## src/rtl/pbr_pkg.sv

```systemverilog
package pbr_pkg;

   typedef enum logic [2:0] {
      RX_OK       = 3'd0,
      RX_TIMEOUT  = 3'd1,
      RX_OVERFLOW = 3'd2,
      RX_FRAME    = 3'd3,
      RX_GLITCH   = 3'd4,
      RX_AMBIG    = 3'd5
   } rx_status_e;

   typedef enum logic [1:0] {
      PH_REST,
      PH_WAIT,
      PH_LOW,
      PH_HIGH
   } rx_phase_e;

   localparam int MODE_RATIO = 0;
   localparam int MODE_ACCUM = 1;

endpackage

```

## src/rtl/pbr_sync.sv

```systemverilog
module pbr_sync #(
   parameter int   STAGES  = 2,
   parameter logic RST_VAL = 1'b1
) (
   input  logic clk,
   input  logic rst_n,
   input  logic d,
   output logic q
);

   logic [STAGES-1:0] chain;

   generate
      for (genvar s = 0; s < STAGES; s++) begin : g_stage
         if (s == 0) begin : g_first
            always_ff @(posedge clk or negedge rst_n) begin
               if (!rst_n) chain[0] <= RST_VAL;
               else        chain[0] <= d;
            end
         end else begin : g_next
            always_ff @(posedge clk or negedge rst_n) begin
               if (!rst_n) chain[s] <= RST_VAL;
               else        chain[s] <= chain[s-1];
            end
         end
      end
   endgenerate

   assign q = chain[STAGES-1];

endmodule

```

## src/rtl/pbr_decide.sv

```systemverilog
module pbr_decide import pbr_pkg::*; #(
   parameter int CNT_W = 12,
   parameter int MODE  = MODE_RATIO,
   parameter int ACC_W = 8,
   parameter int GUARD = 2
) (
   input  logic [CNT_W-1:0] low_len,
   input  logic [CNT_W-1:0] high_len,
   output logic             bit_val,
   output logic             ambig
);

   generate
      if (MODE == MODE_RATIO) begin : g_ratio
         assign bit_val = (low_len > high_len);
         assign ambig   = 1'b0;
      end else begin : g_accum
         localparam int SW  = ((CNT_W > ACC_W) ? CNT_W : ACC_W) + 3;
         localparam int MID = 1 << (ACC_W - 1);
         localparam logic signed [SW-1:0] MID_S  = SW'(MID);
         localparam logic signed [SW-1:0] FULL_S = SW'(2 * MID);
         localparam logic signed [SW-1:0] GRD_S  = SW'(GUARD);

         logic signed [SW-1:0] lo_s, hi_s, res, dev;
         logic under, over, near;

         assign lo_s  = signed'({{(SW-CNT_W){1'b0}}, low_len});
         assign hi_s  = signed'({{(SW-CNT_W){1'b0}}, high_len});
         assign res   = MID_S - lo_s + hi_s;
         assign dev   = res - MID_S;
         assign under = (lo_s >= MID_S);
         assign over  = (res >= FULL_S);
         assign near  = (dev <= GRD_S) && (dev >= -GRD_S);

         assign bit_val = (res < MID_S);
         assign ambig   = under | over | near;
      end
   endgenerate

endmodule

```

## src/rtl/pbr_byte_pack.sv

```systemverilog
module pbr_byte_pack #(
   parameter int IDX_W = 4
) (
   input  logic             clk,
   input  logic             rst_n,
   input  logic             clr,
   input  logic             bit_vld,
   input  logic             bit_val,
   output logic             byte_vld,
   output logic [7:0]       byte_data,
   output logic [IDX_W-1:0] byte_idx
);

   logic [6:0]       shreg;
   logic [2:0]       fill;
   logic [IDX_W-1:0] next_idx;

   always_ff @(posedge clk or negedge rst_n) begin
      if (!rst_n) begin
         shreg     <= '0;
         fill      <= '0;
         next_idx  <= '0;
         byte_vld  <= 1'b0;
         byte_data <= '0;
         byte_idx  <= '0;
      end else begin
         byte_vld <= 1'b0;
         if (clr) begin
            fill     <= '0;
            next_idx <= '0;
         end else if (bit_vld) begin
            shreg <= {shreg[5:0], bit_val};
            fill  <= fill + 3'd1;
            if (fill == 3'd7) begin
               byte_vld  <= 1'b1;
               byte_data <= {shreg, bit_val};
               byte_idx  <= next_idx;
               next_idx  <= next_idx + 1'b1;
            end
         end
      end
   end

endmodule

```

## src/rtl/pwm_bit_rx.sv

```systemverilog
module pwm_bit_rx import pbr_pkg::*; #(
   parameter int IDLE_LIMIT  = 6250,
   parameter int START_LIMIT = 12500,
   parameter int MAX_LEVELS  = 600,
   parameter int RUNT_MIN    = 32,
   parameter int DECIDE_MODE = MODE_RATIO,
   parameter int ACC_W       = 8,
   parameter int GUARD       = 2,
   localparam int LVL_W      = $clog2(MAX_LEVELS + 1),
   localparam int IDX_W      = LVL_W - 3
) (
   input  logic             clk,
   input  logic             rst_n,
   input  logic             arm,
   input  logic             rx_in,
   output logic             byte_vld,
   output logic [7:0]       byte_data,
   output logic [IDX_W-1:0] byte_idx,
   output logic             done,
   output logic [LVL_W-1:0] bit_count,
   output logic [2:0]       status
);

   localparam int LIM_MAX = (IDLE_LIMIT > START_LIMIT) ? IDLE_LIMIT : START_LIMIT;
   localparam int CNT_W   = $clog2(LIM_MAX + 1);

   generate
      if (MAX_LEVELS < 8) begin : g_bad_levels
         $error("MAX_LEVELS must be at least 8");
      end
      if (RUNT_MIN < 1 || RUNT_MIN >= IDLE_LIMIT) begin : g_bad_runt
         $error("RUNT_MIN must lie between 1 and IDLE_LIMIT");
      end
      if (DECIDE_MODE != MODE_RATIO && DECIDE_MODE != MODE_ACCUM) begin : g_bad_mode
         $error("DECIDE_MODE must select ratio or accumulator");
      end
      if (ACC_W < 2 || GUARD < 0) begin : g_bad_acc
         $error("ACC_W must be at least 2 and GUARD not negative");
      end
   endgenerate

   rx_phase_e        phase;
   logic             rx_s;
   logic [CNT_W-1:0] timer;
   logic [CNT_W-1:0] low_len;
   logic [LVL_W-1:0] levels;
   logic [LVL_W-1:0] lvl_next;
   logic [LVL_W-1:0] bits;
   logic             dec_bit, dec_amb;
   logic             level_end, lvl_full, runt, bit_vld, busy;

   pbr_sync #(.STAGES(2), .RST_VAL(1'b1)) u_sync (
      .clk   (clk),
      .rst_n (rst_n),
      .d     (rx_in),
      .q     (rx_s)
   );

   pbr_decide #(
      .CNT_W (CNT_W),
      .MODE  (DECIDE_MODE),
      .ACC_W (ACC_W),
      .GUARD (GUARD)
   ) u_decide (
      .low_len  (low_len),
      .high_len (timer),
      .bit_val  (dec_bit),
      .ambig    (dec_amb)
   );

   assign busy      = (phase != PH_REST);
   assign lvl_next  = levels + 1'b1;
   assign lvl_full  = (lvl_next == LVL_W'(MAX_LEVELS));
   assign level_end = ((phase == PH_LOW) && rx_s) || ((phase == PH_HIGH) && !rx_s);
   assign runt      = (timer < CNT_W'(RUNT_MIN));
   assign bit_vld   = (phase == PH_HIGH) && !rx_s && !lvl_full && !runt && !dec_amb;

   pbr_byte_pack #(.IDX_W(IDX_W)) u_pack (
      .clk       (clk),
      .rst_n     (rst_n),
      .clr       (arm && !busy),
      .bit_vld   (bit_vld),
      .bit_val   (dec_bit),
      .byte_vld  (byte_vld),
      .byte_data (byte_data),
      .byte_idx  (byte_idx)
   );

   always_ff @(posedge clk or negedge rst_n) begin
      if (!rst_n) begin
         phase     <= PH_REST;
         timer     <= '0;
         low_len   <= '0;
         levels    <= '0;
         bits      <= '0;
         done      <= 1'b0;
         bit_count <= '0;
         status    <= RX_OK;
      end else begin
         done <= 1'b0;
         unique case (phase)
            PH_REST: begin
               if (arm) begin
                  phase  <= PH_WAIT;
                  timer  <= '0;
                  levels <= '0;
                  bits   <= '0;
               end
            end
            PH_WAIT: begin
               if (!rx_s) begin
                  phase <= PH_LOW;
                  timer <= CNT_W'(1);
               end else if (timer == CNT_W'(START_LIMIT)) begin
                  phase     <= PH_REST;
                  done      <= 1'b1;
                  status    <= RX_TIMEOUT;
                  bit_count <= bits;
               end else begin
                  timer <= timer + 1'b1;
               end
            end
            PH_LOW, PH_HIGH: begin
               if (level_end) begin
                  if (lvl_full) begin
                     phase     <= PH_REST;
                     done      <= 1'b1;
                     status    <= RX_OVERFLOW;
                     bit_count <= bits;
                  end else if (phase == PH_LOW) begin
                     low_len <= timer;
                     levels  <= lvl_next;
                     phase   <= PH_HIGH;
                     timer   <= CNT_W'(1);
                  end else if (runt) begin
                     phase     <= PH_REST;
                     done      <= 1'b1;
                     status    <= RX_GLITCH;
                     bit_count <= bits;
                  end else if (dec_amb) begin
                     phase     <= PH_REST;
                     done      <= 1'b1;
                     status    <= RX_AMBIG;
                     bit_count <= bits;
                  end else begin
                     bits   <= bits + 1'b1;
                     levels <= lvl_next;
                     phase  <= PH_LOW;
                     timer  <= CNT_W'(1);
                  end
               end else if (timer == CNT_W'(IDLE_LIMIT)) begin
                  phase     <= PH_REST;
                  done      <= 1'b1;
                  status    <= (phase == PH_HIGH) ? RX_OK : RX_FRAME;
                  bit_count <= bits;
               end else begin
                  timer <= timer + 1'b1;
               end
            end
            default: phase <= PH_REST;
         endcase
      end
   end

endmodule

```

## config.mk

```make
export PLATFORM = sky130hd
export DESIGN_NAME = pwm_bit_rx
export DESIGN_NICKNAME = d
export VERILOG_FILES = /design/src/rtl/pbr_pkg.sv /design/src/rtl/pbr_sync.sv /design/src/rtl/pbr_decide.sv /design/src/rtl/pbr_byte_pack.sv /design/src/rtl/pwm_bit_rx.sv
export SDC_FILE = /design/constraint.sdc
export NUM_CORES = 1
export LEC_CHECK = 0
export ABC_AREA = 1
export CAP_MARGIN = 30
export CORE_AREA = 2 2 91 110
export DETAILED_ROUTE_END_ITERATION = 16
export DIE_AREA = 0 0 93 112
export GPL_ROUTABILITY_DRIVEN = 0
export PLACE_DENSITY = 0.79
export SYNTH_ARGS = -nofsm -noshare
export SYNTH_HDL_FRONTEND = slang
export SYNTH_SLANG_ARGS = --single-unit
```

## constraint.sdc

```tcl
create_clock -name clk -period 2.01 [get_ports clk]
set_input_delay 0.201 -clock clk [delete_from_list [all_inputs] [get_ports clk]]
set_output_delay 0.201 -clock clk [all_outputs]
set_load 0.01 [all_outputs]
```

# Yosys cells after proc, flatten, opt, wreduce, memory -nomap -nowiden
# Cells that the tools add are included.
# totals
regBits,99
in_bits,4
out_inout_bits,30
word_cells,136
# classes
add_sub_neg,5
magnitude_cmp,2
eq_ne,23
n_mux,62
bitwise,2
n_reduce_logical,26
# op_table
operator,n
2-to-1 mux 10 bit,16
2-to-1 mux 14 bit,8
one-hot mux 10 bit (2 select lines),3
one-hot mux 14 bit (3 select lines),1
2-to-1 mux 3 bit,9
2-to-1 mux 7 bit,3
"adder 10 x 1 -> 10 bit, second input constant",2
2-to-1 mux 2 bit,9
"!= test 3 bit, second input constant",6
"adder 14 x 1 -> 14 bit, second input constant",1
"== test 14 x 13 -> 1 bit, second input constant",1
"== test 14 bit, second input constant",1
> comparator 14 bit,1
"< comparator 14 x 6 -> 1 bit, second input constant",1
"!= test 2 bit, second input constant",6
"!= test 4 bit, second input constant",3
AND reduction 6 bit,2
"== test 10 bit, second input constant",1
2-to-1 mux 1 bit,10
AND reduction 5 bit,2
nonzero test 2 bit,5
"adder 7 x 1 -> 7 bit, second input constant",1
one-hot mux 2 bit (3 select lines),1
one-hot mux 3 bit (2 select lines),1
other kinds (15),26

# Logic depth before layout (Yosys ltp)
# Gate-level depths: netlist of run 1.
# logic_depth
word_depth,7
depth_mapped,14

# By module
# Synthesis of run 1 repeated with hierarchy kept, for this count alone.
# hier_totals
cells_unflattened,729
area_unflattened_um2,5630.4
# modules_own_cells
mod,instances,cells_per_inst,area_per_inst_um2
pwm_bit_rx,1,513,3758.6
pbr_byte_pack,1,143,1408.9
pbr_decide,1,71,410.4
pbr_sync,1,2,52.6

# Least setup slack after synthesis of run 1
# No wires, ideal clock.
# synth_timing
kind,flip-flop to flip-flop
from,register levels[0]
to,register levels[1]
setup_time_ps,117
arrival_ps,1725
required_ps,1893
setup_slack_ps,168
stages_incl_launch_ff,13
n_path_buf,1
path_cell_list,dfrtp_1 > ha_1 > nand2_1 > nor2_2 > nand3_1 > nand2_1 > nor2_2 > nand4_4 > nand3_2 > nand2_2 > buf_6 > nand3_1 > nand2_1
# synth_via
elab_chain_cells,6
word_cells_on_any_way,9
classes_between,1 x add/sub; 2 x eq/ne; 5 x mux; 1 x reduce/logical
# synth_rtl
item,line_no,rtl
from (decl),pwm_bit_rx.sv:46,logic [LVL_W-1:0] levels;
from (signal assigned),pwm_bit_rx.sv:132,levels <= lvl_next;
from (signal assigned),pwm_bit_rx.sv:147,levels <= lvl_next;
adder 10 x 1 -> 10 bit *,pwm_bit_rx.sv:72,assign lvl_next = levels + 1'b1;
2-to-1 mux 10 bit,pwm_bit_rx.sv:135,end else if (runt) begin
2-to-1 mux 10 bit,pwm_bit_rx.sv:130,end else if (phase == PH_LOW) begin
2-to-1 mux 10 bit,pwm_bit_rx.sv:125,if (lvl_full) begin
2-to-1 mux 10 bit,pwm_bit_rx.sv:124,if (level_end) begin
one-hot mux 10 bit (2 select lines),pwm_bit_rx.sv:101,unique case (phase)
# Every way passes the cells marked *; elsewhere a longest branch is shown, timed or not. The select of a mux whose other input is x is not followed.
# A chain may end at the register's enable or synchronous reset.

# Worst setup path in the final report of run 1
# layout_timing
from,register levels[1]
to,register timer[13]
# layout_via
elab_chain_cells,4
# layout_rtl
item,line_no,rtl
adder 10 x 1 -> 10 bit,pwm_bit_rx.sv:72,
== test 10 bit,pwm_bit_rx.sv:73,assign lvl_full = (lvl_next == LVL_W'(MAX_LEVELS));
!= test 3 bit (no source line),n/a,
AND reduction 5 bit (no source line),n/a,
to (signal assigned),pwm_bit_rx.sv:120,timer <= timer + 1'b1;
to (signal assigned),pwm_bit_rx.sv:157,timer <= timer + 1'b1;
to (decl),pwm_bit_rx.sv:44,logic [CNT_W-1:0] timer;
# No other way between the ends.

==> results of run 1 <==
-- power breakdown --
group	internal (uW)	switching (uW)
clock	1130	861
combinational	1400	2280
sequential	2260	230
total	4780	3370
-- worst max-delay path: stages (launching register included) --
cell       delay (ps)
dfrtp_1           420
ha_4              190
nand2_4            80
nor2_4            130
nand2_1            80
nand2_1            80
nand2_2            70
nor2_4            100
nand4_4           150
buf_6             160
nand2_8            80
nand2_8            80
clkbuf_16         160
nand3_1            70
nand2_1            60
-- per-layer routing --
layer	GRT usage	vias to the layer above
li1	-	2404
met1	0.3366	2464
met2	0.4454	277
met3	0.04939	68
met4	0.1392	0
met5	0	-
-- cells in the final DEF (no fill, tap or decap), drive strengths merged --
master	n
clkdlybuf4s50	32
o211ai	2
xnor2	2
o21bai	1
ha	22
clkbuf	10
dfstp	2
nand4	13
dlygate4sd3	1
clkinv	2
nand3	69
nand3b	4
and3	1
nor3	10
or2	2
clkinvlp	1
o21a	1
buf	47
inv	72
bufinv	2
nand2	223
a21oi	12
nor2	51
a31oi	1
xor2	13
o31ai	2
nor3b	3
dfrtp	97
o21ai	75
-- timing repair --
action / CTS / global route
gates resized for setup: 8 / 61
endpoints found under the hold margin: 37 / 0
setup buffers: 1 / 10
setup endpoints to repair: 37 / 87
pin swaps: 2 / 18
cloned: 0 / 5
hold buffers: 1 / 0
-- flip-flops by register name, summed over array words and instances (netlist names), 2 cells and up --
signal	flops
u_pack.byte_idx	7
bits	10
u_pack.fill	3
levels	10
low_len	14
timer	14
u_pack.shreg	7
u_pack.byte_data	8
status	3
bit_count	10
phase	2
u_pack.next_idx	7
-- final cells by class --
class | instances | area [sq um]
clock buffer | 9 | 225.2
fill | 659 | 2464
multi-input combinational | 507 | 2859
inverter | 70 | 274.0
clock inverter | 7 | 116.4
timing repair buffer | 81 | 790.8
tap | 123 | 153.9
sequential | 99 | 2486
-- stage by stage --
| stage | std cells | cell area, sq um | setup slack (ps) |
|---|---|---|---|
| after detailed placement | 863 | 6120 | -37.10 |
| after floorplan | 698 | 5468 | 167.7 |
| after global routing | 896 | 6905 | -100.9 |
| after global placement | 863 | 6120 | 62.79 |
| after CTS | 881 | 6511 | 18.19 |
| final | 896 | 6905 | -11.98 |
-- worst max path at each step --
| stage | endpoint | slack (ps) | depth (start not counted) |
|---|---|---|---|
| 3_3_place_gp | timer[8] | 60 | 13 |
| 3_5_place_dp | status[0] | -40 | 10 |
| 6_report | timer[13] | -10 | 14 |
| 2_1_floorplan | levels[1] | 170 | 12 |
| 5_1_grt | timer[0] | -100 | 12 |
| 4_1_cts | levels[3] | 20 | 10 |
-- kinds of logic after synthesis --
| logic type | Yosys count | synth area share |
|---|---|---|
| AND/OR/NAND/NOR | 373 | 0.3048 |
| buffers and inverters | 95 | 0.07277 |
| XOR/XNOR | 15 | 0.02540 |
| flip-flops | 99 | 0.4535 |
| adder cells (fa/ha/maj) | 22 | 0.05034 |
| AO/OA/AOI/OAI | 94 | 0.09314 |
==> summary.md, run 1 <==
| Metric | Value |
|---|---|
| RSZ-0062 raised after global routing | yes |
| Syn avg cell area | 7.833 sq um |
| Initial Util | 0.5836 |
| Met2 WL | 7.434 mm |
| Pleak | 0.003339 uW |
| CTS sink cnt | 99 |
| Global-route wire length before repair | 22.50 mm |
| Reg2reg path depth | 14 |
| Dpl hpwl | 8.811 mm |
| Pwr Total | 8153 uW |
| IO Pins | 34 |
| Post-layout net count | 794 |
| M1 WL | 5.748 mm |
| DR vias | 5213 |
| Met3 routed WL | 923 microns |
| Final Hold Viols | 0 |
| Period utilization | 1.006 |
| VDD IR max | 0.8703 mV |
| Setup-failing EPs final | 4 |
| Post-synth EDFFs | 0 |
| Async SR Flop Fraction | 1.000 |
| DRT antenna net count | 0 |
| Min Tclk post-route | 2022 ps |
| Final wirelength | 14.72 mm |
| Violated checks | setup timing |
| Slew of the pin with the lowest slew margin | 510.2 ps |
| R2R setup slack | -10 ps |
| Worst skew pair latency | 360 ps |
| Core box area | 9369 sq um |
| Status | finished with violations |
| Slew HR | 0.6598 |
| Top Layer Used | met4 |
| Worst reg2reg startpoint | levels[1] |
| Worst Path Arrival | 2270 ps |
| R2R Path End | timer[13] |
| Hold path depth | 1 |
| CTS tree | built |
| Drt wl/cell | 16.43 microns |
| Die Ht | 112 microns |
| Top FF cell, synth | dfrtp_1 |
| Vias in the first global route | 4949 |
| Pre-antenna DRT Iters | 6 |
| Setup total negative slack | -35.24 ps |
| Initial DRC Count | 513 |
| Full die area | 10420 sq um |
| Root buffer cell | clkbuf_16 |
| Yosys top cell area share | 0.4439 |
| Site Rows | 39 |
| IO Port Bufs | 33 |
| Diodes inserted | 0 |
| Final setup margin | -11.98 ps |
| Post-synthesis cell area | 5468 sq um |
| H-tree depth | 3 |
| Max Clock Freq | 494.6 MHz |
| Finished Core Util | 0.7370 |
| Max Slew Vio Count | 0 |
| Crit-path max FO | 5 |
| Yosys reg bits | 99 |
| Yosys top cell by area | dfrtp_1 |
| Yosys warns | 0 |
| DRC Markers | 0 |
| Initial antenna violation count | 0 |
| Gr usage total | 0.2695 |
| CP Class | reg2reg |
| Setup Skew | 5.965 ps |
| Hold Crit Start | rx_in |
| Post-synthesis sequential area ratio | 0.4535 |
| Hold Crit Class | in2reg |
| Synth cell types | 36 |
| Max clock buf depth | 2 |
| Die width | 93 microns |
| Pwr dens | 1181 nW/um^2 |
| Cells after Synth | 698 |
| Max Cap Viol | 0 |
| Avg Vias per Cell | 5.818 |
| Crit end category | register |
| GRT Residual Overflow | 0 |
| Top post-synthesis cells by area | dfrtp_1 (44%), nand2_1 (15%), nand3_1 (6.0%), ha_1 (5.0%), inv_1 (4.7%) |
| Most instantiated cells after synthesis | nand2_1 (212), dfrtp_1 (97), inv_1 (68), nand3_1 (66), o21ai_0 (44) |
| Crit path from | levels[1] |
| CP Launch Type | register |
| Num CTS Buffers | 9 |
| Most common cell in the netlist | nand2_1 |
| Hold WS | 251.5 ps |
| Worst EP required | 2260 ps |
| Reg clk slew, reported paths | 70 ps |
| Area Growth Syn to Fin | 26.29% |
| Largest net degree at the start of global routing | 42 |
| Hold Path End | u_sync.chain[0] |
| Syn_nets | 724 |
| Share of cells above drive strength 1 | 0.1708 |
(Power assumes the default switching activity.)
==> run 2, diff against run 1 <==
Clock period 2.01 ns to 2.1 ns, I/O delays scaled along.
==> run 2 against run 1 <==
  * The flow now finishes without violations
  * Cell area decreased by 6.1%
  * Total power shrank 17%
  * Flip-flop and latch count unchanged
  * First-iteration DRC count fell by 46%
  * Register-to-register slack improved by 90 ps
  * Critical path depth is 2 lower
  * Count of clock-buffer cells in the layout is the same
  * Highest routed layer unchanged
==> summary.md, run 2 (synthesized netlist as in run 1, its figures left out) <==
| Metric | Value |
|---|---|
| Status | complete, no violations |
| Combinational cell fraction of total power | 0.401 |
| Finished Core Util | 0.6919 |
| Initial DRC Count | 279 |
| Pre-CTS setup slack | 25.97 ps |
| Die Ht | 112 microns |
| Slew HR | 0.6455 |
| Final wirelength | 12.55 mm |
| Hold path depth | 1 |
| IO Pins | 34 |
| Crit path from | levels[1] |
| Max clock buf depth | 2 |
| Drt wl/cell | 14.34 microns |
| Root buffer cell | clkbuf_16 |
| Internal | 3925 uW |
| CTS tree | built |
| Area Growth Syn to Fin | 18.56% |
| Num CTS Buffers | 9 |
| Initial antenna violation count | 0 |
| CP peak stage delay | 390 ps |
| Avg Vias per Cell | 5.515 |
| GRT Residual Overflow | 0 |
| CP Cell Sequence | ha_2 -> nand2_2 -> nor2_2 -> nand2_1 -> nand2_1 -> nand2_2 -> nor2_4 -> nand4_4 -> nand3_4 -> nand2_4 -> nand3_1 -> nand2_1 |
| Final setup margin | 82.23 ps |
| CP Class | reg2reg |
| DRC Markers | 0 |
| Share of cells above drive strength 1 | 0.1157 |
| Sequential Power Share | 0.353 |
| R2R Path End | levels[1] |
| Worst Path Arrival | 2260 ps |
| Die width | 93 microns |
| Clock share of power | 0.246 |
| Reg2reg path depth | 12 |
| Core box area | 9369 sq um |
| R2R setup slack | 80 ps |
| Max Slew Vio Count | 0 |
| Post-layout net count | 773 |
| Diodes inserted | 0 |
| Worst skew pair latency | 350 ps |
| DR vias | 4826 |
| VDD IR max | 0.6935 mV |
| RSZ-0062 raised after global routing | yes |
| Biggest regs | low_len x14, timer x14 |
| Crit-path max FO | 9 |
| Hold Crit Start | rx_in |
| H-tree depth | 3 |
| Vias in the first global route | 4804 |
| Period utilization | 0.9608 |
| IO Port Bufs | 33 |
| Final Hold Viols | 0 |
| Most frequent cells in the layout | nand2_1 (211), dfrtp_1 (96), inv_1 (68), nand3_1 (66), o21ai_0 (44) |
| Final cell count without fillers | 875 |
| Slowest-stage cell, CP | dfrtp_1 |
| Worst EP required | 2340 ps |
| Net Sw Frac | 0.4178 |
| Hold WS | 260.0 ps |
| Slew of the pin with the lowest slew margin | 531.8 ps |
| Placed inst area | 6020 sq um |
| Gr usage total | 0.2530 |
| Most used cell, CP | nand2_1 |
| Pwr dens | 1040 nW/um^2 |
| Setup Skew | 10.78 ps |
| Initial Util | 0.5836 |
| Design area | 6482 sq um |
| Worst reg2reg startpoint | levels[1] |
| Leading cell type in the layout, fill and taps excluded | nand2_1 |
| Hold Crit Class | in2reg |
| Global-route wire length before repair | 21.37 mm |
| Dpl cells | 853 |
| Pre-antenna DRT Iters | 7 |
| Crit end category | register |
| Hold Path End | u_sync.chain[0] |
| Largest net degree at the start of global routing | 41 |
| NetSw | 2817 uW |
| Setup-failing EPs final | 0 |
| CTS sink cnt | 99 |
| Reg clk slew, reported paths | 70 ps |
| Full die area | 10420 sq um |
| Fillcell total | 745 |
| Max Cap Viol | 0 |
| Max Clock Freq | 495.6 MHz |
| Site Rows | 39 |
| Min Tclk post-route | 2018 ps |
| Pleak | 0.003147 uW |
| Dpl hpwl | 8.647 mm |
| DRT antenna net count | 0 |
| CP Launch Type | register |
## run 2: worst max-delay path by stage
| stage | end | slack (ps) |
|---|---|---|
| after global placement | levels[9] | 130 |
| after floorplan | levels[1] | 260 |
| after detailed placement | bit_count[4] | 30 |
| after CTS | levels[3] | -10 |
| final | levels[1] | 80 |
| after global routing | levels[1] | -50 |
## run 2: metrics by stage
step                setup TNS [ps]  power (uW)
finish                           0        6742
global route                -587.7        7159
CTS                         -9.785        6512
detailed placement               0        4832
global placement                 0        4783
floorplan                        0        4087
## run 2: repair_timing
action	in CTS	in global routing
setup buffers	0	3
setup endpoints to repair	1	79
pin swaps	0	6
gates resized for setup	0	17
hold buffers	1	0
gates cloned	0	2
endpoints found under the hold margin	37	0
## run 2: power groups by stage
stage / Clock, uW / Combinational, uW / Sequential, uW
3_5_place_dp: 0 / 2420 / 2410
6_report: 1660 / 2700 / 2380
5_1_grt: 1750 / 2990 / 2420
4_1_cts: 1680 / 2450 / 2370
3_3_place_gp: 0 / 2390 / 2390
2_1_floorplan: 0 / 1700 / 2390
## run 2: cell type report
| type | count | area (sq um) | area share |
|---|---|---|---|
| sequential | 99 | 2481 | 0.3827 |
| inverter | 70 | 262.8 | 0.04053 |
| clock inverter | 7 | 75.07 | 0.01158 |
| timing repair buffer | 62 | 603.1 | 0.09303 |
| multi-input combinational | 505 | 2681 | 0.4136 |
| tap | 123 | 153.9 | 0.02374 |
| clock buffer | 9 | 225.2 | 0.03474 |
## run 2: worst max-delay path, delay by kind of cell (launching register included)
kind                     cells  cell delay (ps)
adder cells (fa/ha/maj)      1              220
flip-flops                   1              390
AND/OR/NAND/NOR             11             1300
## run 2: layer usage
| layer | global-route usage | share of wire | up-vias |
|---|---|---|---|
| li1 | - | - | 2354 |
| met1 | 0.3131 | 0.43 | 2316 |
| met2 | 0.4198 | 0.51 | 130 |
| met3 | 0.05277 | 0.044 | 26 |
| met4 | 0.1245 | 0.020 | 0 |
| met5 | 0 | 0 | - |
==> run 3, diff against run 2 <==
Settings changed: CTS_CLUSTER_DIAMETER set to 80.
==> results of run 3 <==
No change in the layout: final DEF, timing and power equal those of run 2.
